[config.mk]
export PLATFORM = sky130hd
export DESIGN_NAME = period_avg_meter
export DESIGN_NICKNAME = d
export VERILOG_FILES = /design/src/rtl/pm_pkg.sv /design/src/rtl/pm_edge_sync.sv /design/src/rtl/pm_watchdog.sv /design/src/rtl/pm_window.sv /design/src/rtl/period_avg_meter.sv
export SDC_FILE = /design/constraint.sdc
export NUM_CORES = 1
export LEC_CHECK = 0
export BUFFER_PORTS_ARGS = -buffer_cell sky130_fd_sc_hd__buf_4
export CORE_MARGIN = 1.5
export CORE_UTILIZATION = 33
export CTS_BUF_LIST = sky130_fd_sc_hd__clkbuf_4 sky130_fd_sc_hd__clkbuf_8
export DETAILED_ROUTE_END_ITERATION = 6
export PLACE_DENSITY = 0.47
export SETUP_SLACK_MARGIN = 0.05
export SYNTH_ARGS = -nofsm -noshare
export SYNTH_HDL_FRONTEND = slang
export SYNTH_SLANG_ARGS = --single-unit
export TNS_END_PERCENT = 50
[constraint.sdc]
create_clock -name clk_i -period 9.1 [get_ports clk_i]
set_input_delay 0.455 -clock clk_i [delete_from_list [all_inputs] [get_ports clk_i]]
set_output_delay 0.455 -clock clk_i [all_outputs]
set_load 0.02 [all_outputs]
[src/rtl/pm_pkg.sv]
package pm_pkg;
   typedef enum logic [1:0] {
      PM_IDLE = 2'd0,
      PM_ARM  = 2'd1,
      PM_RUN  = 2'd2
   } pm_state_t;
endpackage

[src/rtl/pm_edge_sync.sv]
module pm_edge_sync #(
   parameter int STAGES    = 2,
   parameter bit RISE_EDGE = 1'b1
) (
   input  logic clk_i,
   input  logic rst_i,
   input  logic async_i,
   output logic edge_o
);
   logic [STAGES-1:0] chain_q;
   logic              last_q;

   always_ff @(posedge clk_i) begin
      if (rst_i) begin
         chain_q <= '0;
         last_q  <= 1'b0;
      end else begin
         chain_q <= {chain_q[STAGES-2:0], async_i};
         last_q  <= chain_q[STAGES-1];
      end
   end

   generate
      if (RISE_EDGE) begin : g_rise
         assign edge_o = chain_q[STAGES-1] & ~last_q;
      end else begin : g_fall
         assign edge_o = ~chain_q[STAGES-1] & last_q;
      end
   endgenerate
endmodule

[src/rtl/pm_watchdog.sv]
module pm_watchdog #(
   parameter int TMO_W = 21
) (
   input  logic             clk_i,
   input  logic             rst_i,
   input  logic             clear_i,
   input  logic             active_i,
   input  logic             edge_i,
   input  logic [TMO_W-1:0] limit_i,
   output logic             expire_o
);
   logic [TMO_W-1:0] gap_q;

   always_ff @(posedge clk_i) begin
      if (rst_i || clear_i || !active_i) begin
         gap_q <= '0;
      end else if (edge_i) begin
         gap_q <= '0;
      end else begin
         gap_q <= gap_q + 1'b1;
      end
   end

   // Expiry wins over an edge arriving in the same cycle.
   assign expire_o = active_i && (gap_q == limit_i);
endmodule

[src/rtl/pm_window.sv]
module pm_window #(
   parameter int ACC_W = 26,
   parameter int NPER  = 32,
   localparam int PER_W = $clog2(NPER)
) (
   input  logic             clk_i,
   input  logic             rst_i,
   input  logic             clear_i,
   input  logic             run_i,
   input  logic             edge_i,
   output logic [ACC_W-1:0] total_o,
   output logic             last_o
);
   logic [ACC_W-1:0] acc_q;
   logic [PER_W-1:0] per_q;

   always_ff @(posedge clk_i) begin
      if (rst_i || clear_i) begin
         acc_q <= '0;
         per_q <= '0;
      end else if (run_i) begin
         acc_q <= acc_q + 1'b1;
         if (edge_i) begin
            per_q <= per_q + 1'b1;
         end
      end
   end

   // Count including the closing cycle.
   assign total_o = acc_q + 1'b1;
   assign last_o  = run_i && edge_i && (per_q == PER_W'(NPER - 1));
endmodule

[src/rtl/period_avg_meter.sv]
module period_avg_meter
   import pm_pkg::*;
#(
   parameter int CNT_W       = 21,
   parameter int NPER        = 32,
   parameter int TMO_W       = 21,
   parameter int SYNC_STAGES = 2,
   parameter bit RISE_EDGE   = 1'b1,
   localparam int ACC_W      = CNT_W + $clog2(NPER),
   localparam int ERR_W      = ACC_W + 1
) (
   input  logic                    clk_i,
   input  logic                    rst_i,
   input  logic                    sig_i,
   input  logic                    start_i,
   input  logic [ACC_W-1:0]        setpoint_i,
   input  logic [TMO_W-1:0]        tmo_limit_i,
   output logic [ACC_W-1:0]        count_o,
   output logic signed [ERR_W-1:0] err_o,
   output logic                    done_o,
   output logic                    tmo_o
);
   generate
      if (NPER < 2 || (NPER & (NPER - 1)) != 0) begin : g_bad_nper
         $error("NPER must be a power of two of at least 2");
      end
      if (TMO_W > CNT_W) begin : g_bad_tmo
         $error("TMO_W must not exceed CNT_W, or the window could overflow");
      end
      if (SYNC_STAGES < 2) begin : g_bad_sync
         $error("SYNC_STAGES must be at least 2");
      end
   endgenerate

   pm_state_t          state_q;
   logic [ACC_W-1:0]   sp_q;
   logic [TMO_W-1:0]   lim_q;
   logic               edge_s;
   logic               expire_s;
   logic               last_s;
   logic [ACC_W-1:0]   total_s;
   logic signed [ERR_W-1:0] diff_s;

   pm_edge_sync #(
      .STAGES   (SYNC_STAGES),
      .RISE_EDGE(RISE_EDGE)
   ) u_sync (
      .clk_i  (clk_i),
      .rst_i  (rst_i),
      .async_i(sig_i),
      .edge_o (edge_s)
   );

   pm_watchdog #(
      .TMO_W(TMO_W)
   ) u_wdog (
      .clk_i   (clk_i),
      .rst_i   (rst_i),
      .clear_i (start_i),
      .active_i(state_q != PM_IDLE),
      .edge_i  (edge_s),
      .limit_i (lim_q),
      .expire_o(expire_s)
   );

   pm_window #(
      .ACC_W(ACC_W),
      .NPER (NPER)
   ) u_win (
      .clk_i  (clk_i),
      .rst_i  (rst_i),
      .clear_i(start_i || (state_q == PM_ARM && edge_s)),
      .run_i  (state_q == PM_RUN),
      .edge_i (edge_s),
      .total_o(total_s),
      .last_o (last_s)
   );

   assign diff_s = $signed({1'b0, total_s}) - $signed({1'b0, sp_q});

   always_ff @(posedge clk_i) begin
      if (rst_i) begin
         state_q <= PM_IDLE;
         sp_q    <= '0;
         lim_q   <= '0;
         count_o <= '0;
         err_o   <= '0;
         done_o  <= 1'b0;
         tmo_o   <= 1'b0;
      end else begin
         done_o <= 1'b0;
         if (start_i) begin
            state_q <= PM_ARM;
            sp_q    <= setpoint_i;
            lim_q   <= tmo_limit_i;
            count_o <= '0;
            err_o   <= '0;
            tmo_o   <= 1'b0;
         end else begin
            case (state_q)
               PM_ARM: begin
                  if (expire_s) begin
                     tmo_o   <= 1'b1;
                     state_q <= PM_IDLE;
                  end else if (edge_s) begin
                     state_q <= PM_RUN;
                  end
               end
               PM_RUN: begin
                  if (expire_s) begin
                     tmo_o   <= 1'b1;
                     state_q <= PM_IDLE;
                  end else if (last_s) begin
                     count_o <= total_s;
                     err_o   <= diff_s;
                     done_o  <= 1'b1;
                     state_q <= PM_IDLE;
                  end
               end
               default: state_q <= PM_IDLE;
            endcase
         end
      end
   end
endmodule

==> results of run 1 <==
==> registers in the layout, indices dropped and copies added, names as in the netlist <==
signal / cells
u_sync.chain_q: 2
done_o: 1
state_q: 2
lim_q: 21
u_win.per_q: 5
sp_q: 26
tmo_o: 1
count_o: 26
err_o: 27
u_sync.last_q: 1
u_win.acc_q: 26
u_wdog.gap_q: 21
==> routing by layer <==
layer	up-vias	share of wire	GRT usage
met3	17	0.034	0.0294
met2	106	0.44	0.264
met4	0	0.013	0.0523
met5	-	0	0
li1	3382	-	-
met1	2976	0.51	0.239
==> through the flow <==
stage / area [sq um] / hold WS (ns) / power, mW / setup WS, ns
floorplan: 8120 / 0.414 / 0.820 / 5.65
global route: 9520 / 0.170 / 1.43 / 4.76
finish: 9520 / 0.200 / 1.36 / 5.14
detailed placement: 9140 / 0.431 / 0.865 / 5.22
global placement: 9140 / 0.427 / 0.865 / 5.22
CTS: 9520 / 0.171 / 1.38 / 5.16
==> power breakdown <==
| group | switching (mW) | leakage, nW | internal (mW) | total [mW] |
|---|---|---|---|---|
| clock | 0.290 | 0.174 | 0.227 | 0.517 |
| combinational | 0.0740 | 2.54 | 0.0567 | 0.131 |
| sequential | 0.00815 | 1.29 | 0.709 | 0.717 |
| total | 0.372 | 4.01 | 0.992 | 1.36 |
==> worst paths after layout <==
path | startpoint | to | slack [ns] | depth (start not counted)
hold reg to reg | u_sync.chain_q[0] | u_sync.chain_q[1] | 0.45 | 1
setup / recovery | u_win.acc_q[0] | err_o[23] | 5.14 | 14
hold / removal | sig_i | u_sync.chain_q[0] | 0.20 | 2
setup reg to reg | u_win.acc_q[0] | err_o[23] | 5.14 | 14
==> worst reg2reg max path, stage by stage (launching register included) <==
cell	delay [ns]
dfxtp_1	0.49
ha_1	0.30
nand3_2	0.16
nor4_4	0.50
and3_1	0.35
nand2_1	0.10
xnor2_1	0.20
ha_1	0.35
a21o_1	0.21
o21bai_1	0.17
a2111oi_0	0.40
nor3_1	0.10
a211oi_1	0.30
nand4_1	0.13
o221ai_1	0.11
==> logic make-up (layout without fill, tap and decap cells) <==
logic type / after synthesis / in the layout / synth area share
AND/OR/NAND/NOR: 359 / 359 / 0.207
AO/OA/AOI/OAI: 127 / 127 / 0.101
adder cells (fa/ha/maj): 34 / 34 / 0.0533
buffers and inverters: 87 / 181 / 0.0455
XOR/XNOR: 101 / 101 / 0.109
flip-flops: 159 / 159 / 0.392
multiplexers: 75 / 75 / 0.0925
==> layout make-up <==
type | instances | area [sq um] | share of cell area
tap | 324 | 405 | 0.0426
multi-input combinational | 696 | 4580 | 0.481
inverter | 38 | 143 | 0.0150
sequential | 159 | 3180 | 0.334
timing repair buffer | 111 | 833 | 0.0875
clock buffer | 19 | 249 | 0.0262
clock inverter | 13 | 130 | 0.0137
==> cell usage in the layout, fill, tap and decap left out, types with 4 or more instances in the layout <==
| cell | count |
|---|---|
| mux2i_1 | 75 |
| o21ai_0 | 25 |
| clkinvlp_4 | 6 |
| ha_1 | 33 |
| nor3_2 | 4 |
| nand3_1 | 27 |
| nand2b_1 | 4 |
| nand4_1 | 18 |
| o211ai_1 | 4 |
| nor4_1 | 4 |
| inv_1 | 38 |
| clkbuf_8 | 17 |
| a21oi_1 | 44 |
| o221ai_1 | 4 |
| a21o_1 | 11 |
| nor2_1 | 171 |
| buf_4 | 111 |
| nor3_1 | 17 |
| dfxtp_1 | 159 |
| xnor2_1 | 40 |
| a211oi_1 | 6 |
| and4_1 | 5 |
| xor2_1 | 61 |
| or3_1 | 14 |
| and3_1 | 12 |
| nand2_1 | 62 |
| o22ai_1 | 4 |
| and2_1 | 4 |
| nor2b_1 | 7 |
==> key figures, run 1 <==
GRT
  – Vias in the first global route: 6414
  – Largest net degree at the start of global routing: 62
  – First-pass GRT wire length: 34500 microns
  – Grt ovf: 0
  – Initial antenna violation count: 0
  – Tot GR Track Use: 0.170

Worst setup path
  – WP buf/inv: 0
  – Crit path max-delay family: simple AND/OR/NAND/NOR gates
  – WP data required: 9.46 ns
  – WP data arrival: 4.32 ns
  – Critical Path Sink Type: register
  – Crit path max-delay cell type: nor4_4
  – Most common cell type on the critical path: ha_1
  – Worst path max stage delay: 0.50 ns
  – Setup CP Type: register to register
  – Cells along the critical path: ha_1, nand3_2, nor4_4, and3_1, nand2_1, xnor2_1, ha_1, a21o_1, o21bai_1, a2111oi_0, nor3_1, a211oi_1, nand4_1, o221ai_1
  – CP startpoint kind: register
  – CP Max Fanout: 8

Clock network
  – Worst-path clk slew: 0.09 ns
  – CTS Sinks: 159
  – CTS-repair resized insts: 0
  – CTS Buf Count: 17
  – Worst skew pair latency: 0.46 ns
  – Hold buffers post-CTS: 0
  – TritonCTS clock tree: built
  – Clock root buffer: clkbuf_8
  – CTS H-Tree Depth: 4
  – Number of setup buffers added after CTS: 0
  – Clock Tree Buf Depth: 2

Cells and area
  – Synth-to-Final Area Change: 17.3%
  – Layout Utilization: 0.393
  – Diodes inserted: 0
  – Final Non-Filler Cells: 1360
  – Layout net count: 1108
  – Fraction of layout cells with a size suffix above 1: 0.153
  – Fillers: 2541

Die
  – Overall die area: 25500 sq um
  – IO Pins: 106
  – Die H: 160 microns
  – CORE AREA: 24200 sq um
  – Row Count: 57
  – Starting Density: 0.335
  – Die Width: 160 microns

Placement
  – RePlAce Congestion: 0.837
  – Dpl cells: 1328
  – PortBufs: 105
  – HPWL Detailed: 15000 microns

Timing
  – Peak Freq: 253 MHz
  – Worst rel slew slack: 0.446
  – Max Transition Viols Final: 0
  – Shortest period the worst path allows: 3.96 ns
  – Final Setup Violations: 0
  – RSZ-0062 raised after global routing: no
  – Layout Skew: 0.0191 ns
  – Tcrit/Tclk final: 0.435
  – Setup TNS: 0 ns
  – Tightest Pin Transition: 0.832 ns
  – Final Hold Fails: 0

Synthesis
  – Area contributors post-synth: dfxtp_1 (39%), mux2i_1 (9.2%), nor2_1 (7.9%), xor2_1 (6.6%), ha_1 (5.1%)
  – EDFF count, synth: 0
  – Synth cell count leaders: nor2_1 (171), dfxtp_1 (159), mux2i_1 (75)
  – Synth area leader: dfxtp_1
  – Sequential-to-total area share from yosys stat: 0.392
  – Synth warnings: 0
  – Ys flop type: dfxtp_1
  – Syn Std Cell Area: 8120 sq um
  – Syn Nets: 1027
  – Syn Area/Cell: 8.62 sq um
  – Distinct cells, synth: 56
  – Top-area cell type share of the netlist area: 0.392
  – Synth async-reset ratio: 0
  – Post-synthesis register bit count: 159
  – Most common cell in the netlist: nor2_1
  – Synth Instances: 942

Detailed routing
  – Antenna viol nets, final: 0
  – Per-cell routed wire length: 15.4 microns
  – First drt pass iteration count: 4
  – Remaining DRCs: 0
  – Vias: 6481
  – Vias per Instance: 4.77
  – Final WL: 21000 microns
  – Iter 0 DRT Violations: 397

Run
  – Max-cap violations: 0

Power
  – Static leakage: 4.01 nW
  – PwrDens: 143 nW/um^2
  – Worst VDD drop: 0.0694 mV

Status
  – Status: finished, final reports clean

Hold path
  – Worst min path class: input pin to register
No activity file was read; power rests on OpenSTA's default activity.
==> run 2: changes to the inputs <==
--- a/config.mk
+++ b/config.mk
@@ -5,6 +5,7 @@
 export SDC_FILE = /design/constraint.sdc
 export NUM_CORES = 1
 export LEC_CHECK = 0
+export ABC_AREA = 1
 export BUFFER_PORTS_ARGS = -buffer_cell sky130_fd_sc_hd__buf_4
 export CORE_MARGIN = 1.5
 export CORE_UTILIZATION = 33
==> constraint.sdc (replaced) <==
create_clock -name clk_i -period 3.8 [get_ports clk_i]
set_input_delay 0.19 -clock clk_i [delete_from_list [all_inputs] [get_ports clk_i]]
set_output_delay 0.19 -clock clk_i [all_outputs]
set_load 0.02 [all_outputs]
==> run 2 against run 1 <==
Net effect: flip-flop and latch count did not move; global-route usage up 2.3 points; first-iteration DRC count up 30%; via count is 20% higher; critical endpoint is now err_o[19]; largest cell class unchanged; largest power group unchanged; highest routed layer unchanged.
==> key figures, run 2 <==
Status
  – Status: finished, final reports clean (unchanged)

Worst setup path
  – Critical Path Sink Type: register (unchanged)
  – WP data arrival: 3.73 ns (was 4.32 ns)
  – Setup CP Type: register to register (unchanged)
  – CP Max Fanout: 5 (was 8)
  – WP data required: 4.19 ns (was 9.46 ns)
  – CP startpoint kind: register (unchanged)

Placement
  – PortBufs: 105 (unchanged)
  – Dpl ws: 0.484 ns (was 5.22 ns)
  – RePlAce Congestion: 0.860 (was 0.837)
  – DP Area: 9360 sq um (was 9140 sq um)
  – HPWL Detailed: 18900 microns (was 15000 microns)
  – Dpl cells: 1605 (was 1328)

Timing
  – Setup TNS: 0 ns (unchanged)
  – Tcrit/Tclk final: 0.879 (was 0.435)
  – Layout Skew: 0.0150 ns (was 0.0191 ns)
  – Max Transition Viols Final: 0 (unchanged)
  – Worst rel slew slack: 0.511 (was 0.446)
  – Shortest period the worst path allows: 3.34 ns (was 3.96 ns)
  – Final Hold Fails: 0 (unchanged)
  – Tightest Pin Transition: 0.732 ns (was 0.832 ns)
  – RSZ-0062 raised after global routing: no (unchanged)
  – Final Setup Violations: 0 (unchanged)
  – Hold Slack: 0.0162 ns (was 0.200 ns)
  – Final worst setup slack: 0.459 ns (was 5.14 ns)
  – Peak Freq: 299 MHz (was 253 MHz)

Cells and area
  – Max reg flops: 27 (unchanged)
  – Fillers: 2622 (was 2541)
  – Final Non-Filler Cells: 1660 (was 1360)
  – Diodes inserted: 0 (unchanged)
  – Commonest non-fill, non-tap cell in the layout: nand2_1 (was nor2_1)
  – Synth-to-Final Area Change: 21.1% (was 17.3%)
  – Fraction of layout cells with a size suffix above 1: 0.131 (was 0.153)
  – Fin area: 10000 sq um (was 9520 sq um)
  – Largest reg by FF count: err_o (unchanged)
  – Commonest non-fill, non-tap cells in the layout: nand2_1 (223), inv_1 (169), dfxtp_1 (159) (was nor2_1 (171), dfxtp_1 (159), buf_4 (111))
  – Layout net count: 1408 (was 1108)

Synthesis
  – Synth Instances: 1207 (was 942)
  – Synth cell count leaders: nand2_1 (223), inv_1 (170), dfxtp_1 (159) (was nor2_1 (171), dfxtp_1 (159), mux2i_1 (75))
  – Post-synthesis register bit count: 159 (unchanged)
  – Top-area cell type share of the netlist area: 0.384 (was 0.392)
  – Synth warnings: 0 (unchanged)
  – Synth area leader: dfxtp_1 (unchanged)
  – EDFF count, synth: 0 (unchanged)
  – Distinct cells, synth: 42 (was 56)
  – Area contributors post-synth: dfxtp_1 (38%), nand2_1 (10%), a21oi_1 (9.5%), o21ai_0 (7.8%), inv_1 (7.7%) (was dfxtp_1 (39%), mux2i_1 (9.2%), nor2_1 (7.9%), xor2_1 (6.6%), ha_1 (5.1%))
  – Most common cell in the netlist: nand2_1 (was nor2_1)
  – Ys flop type: dfxtp_1 (unchanged)
  – Syn Nets: 1292 (was 1027)
  – Sequential-to-total area share from yosys stat: 0.384 (was 0.392)
  – Synth async-reset ratio: 0 (unchanged)
  – Syn Area/Cell: 6.87 sq um (was 8.62 sq um)
  – Syn Std Cell Area: 8290 sq um (was 8120 sq um)

Die
  – Die H: 162 microns (was 160 microns)
  – Die Width: 162 microns (was 160 microns)
  – IO Pins: 106 (unchanged)
  – CORE AREA: 24500 sq um (was 24200 sq um)
  – Overall die area: 26100 sq um (was 25500 sq um)
  – Starting Density: 0.339 (was 0.335)
  – Row Count: 57 (unchanged)

Power
  – Static leakage: 4.63 nW (was 4.01 nW)
  – PwrDens: 354 nW/um^2 (was 143 nW/um^2)
  – Worst VDD drop: 0.191 mV (was 0.0694 mV)

Clock network
  – Worst-path clk slew: 0.10 ns (was 0.09 ns)
  – TritonCTS clock tree: built (unchanged)
  – CTS H-Tree Depth: 4 (unchanged)
  – CTS Sinks: 159 (unchanged)
  – CTS-repair resized insts: 0 (unchanged)
  – Worst skew pair latency: 0.46 ns (about the same)
  – CTS Buf Count: 17 (unchanged)
  – Clock root buffer: clkbuf_8 (unchanged)
  – Clock Tree Buf Depth: 2 (unchanged)

Detailed routing
  – Antenna viol nets, final: 0 (unchanged)
  – Remaining DRCs: 0 (unchanged)
  – First drt pass iteration count: 7 (was 4)
  – Per-cell routed wire length: 14.9 microns (was 15.4 microns)
  – Iter 0 DRT Violations: 517 (was 397)
  – Vias per Instance: 4.69 (was 4.77)
  – Vias: 7784 (was 6481)
  – Final WL: 24700 microns (was 21000 microns)

GRT
  – Tot GR Track Use: 0.193 (was 0.170)
  – Grt ovf: 0 (unchanged)
  – First-pass GRT wire length: 39400 microns (was 34500 microns)
  – Vias in the first global route: 7285 (was 6414)
  – Initial antenna violation count: 0 (unchanged)
  – Largest net degree at the start of global routing: 74 (was 62)

Hold path
  – Worst min path class: input pin to register (unchanged)

Run
  – Max-cap violations: 0 (unchanged)
## run 2: cell count changes after synthesis, moves of 47 or more
cell	change
a21oi_1	+114
inv_1	+132
mux2i_1	-75
nand2_1	+161
o21ai_0	+105
nor2_1	-47
## run 2: worst max-delay path, stage by stage (launching register included)
cell      delay (ns)
dfxtp_1         0.41
ha_1            0.22
nand3_1         0.20
nor3_4          0.23
nand3b_2        0.17
or2_0           0.25
xor2_1          0.25
inv_1           0.10
ha_1            0.38
nand2_1         0.11
inv_1           0.06
nand2_1         0.07
nor3_1          0.28
nand4_1         0.18
nand3_1         0.13
a21oi_1         0.07
a21oi_1         0.13
## run 2: logic make-up after synthesis
kind of cell | Yosys count | share of synthesized area
and+or+nand+nor | 440 | 0.224
AOI/OAI and AO/OA | 320 | 0.197
buffers and inverters | 220 | 0.107
DFF | 159 | 0.384
xor gates and xnor gates | 34 | 0.0359
adders and majority gates | 34 | 0.0522
## run 2: worst paths after layout
kind	startpoint	cells past startpoint	slack, ns	endpoint
worst max-delay path	u_win.acc_q[0]	16	0.46	err_o[19]
worst min-delay path	setpoint_i[3]	3	0.02	sp_q[3]
worst max register to register	u_win.acc_q[0]	16	0.46	err_o[19]
worst min register to register	u_sync.chain_q[0]	2	0.41	u_sync.chain_q[1]
## run 2: stage by stage
stage	power (mW)	utilization
2_1_floorplan	1.99	-
6_report	3.56	0.411
3_3_place_gp	2.13	0.383
4_1_cts	3.61	0.411
5_1_grt	3.72	0.411
3_5_place_dp	2.12	0.383
## run 2: area by class of cell
class / instances / area (sq um) / area share
Clock buffer: 18 / 248 / 0.0247
Clock inverter: 14 / 203 / 0.0202
Inverter: 180 / 676 / 0.0673
Multi-Input combinational cell: 828 / 4230 / 0.421
Sequential cell: 159 / 3180 / 0.317
Tap cell: 324 / 405 / 0.0404
Timing Repair Buffer: 137 / 1100 / 0.109
## run 2: what timing repair did
action | 4_1_cts | 5_1_grt
setup endpoints to repair | 0 | 0
endpoints found under the hold margin | 24 | 0
hold buffers | 23 | 0
buffers inserted | 0 | 0
## run 2: per-layer routing
layer | track usage | vias up | routed length (microns)
met1 | 0.265 | 3473 | 12300
met2 | 0.313 | 156 | 11000
met3 | 0.0293 | 23 | 950
met4 | 0.0551 | 0 | 404
met5 | 0 | - | 0
li1 | - | 4132 | -
## run 2: power breakdown
part           total, mW  internal [mW]  switching (mW)
combinational      0.386          0.146           0.240
clock               1.46          0.747           0.710
sequential          1.72           1.70          0.0147
total               3.56           2.60           0.964
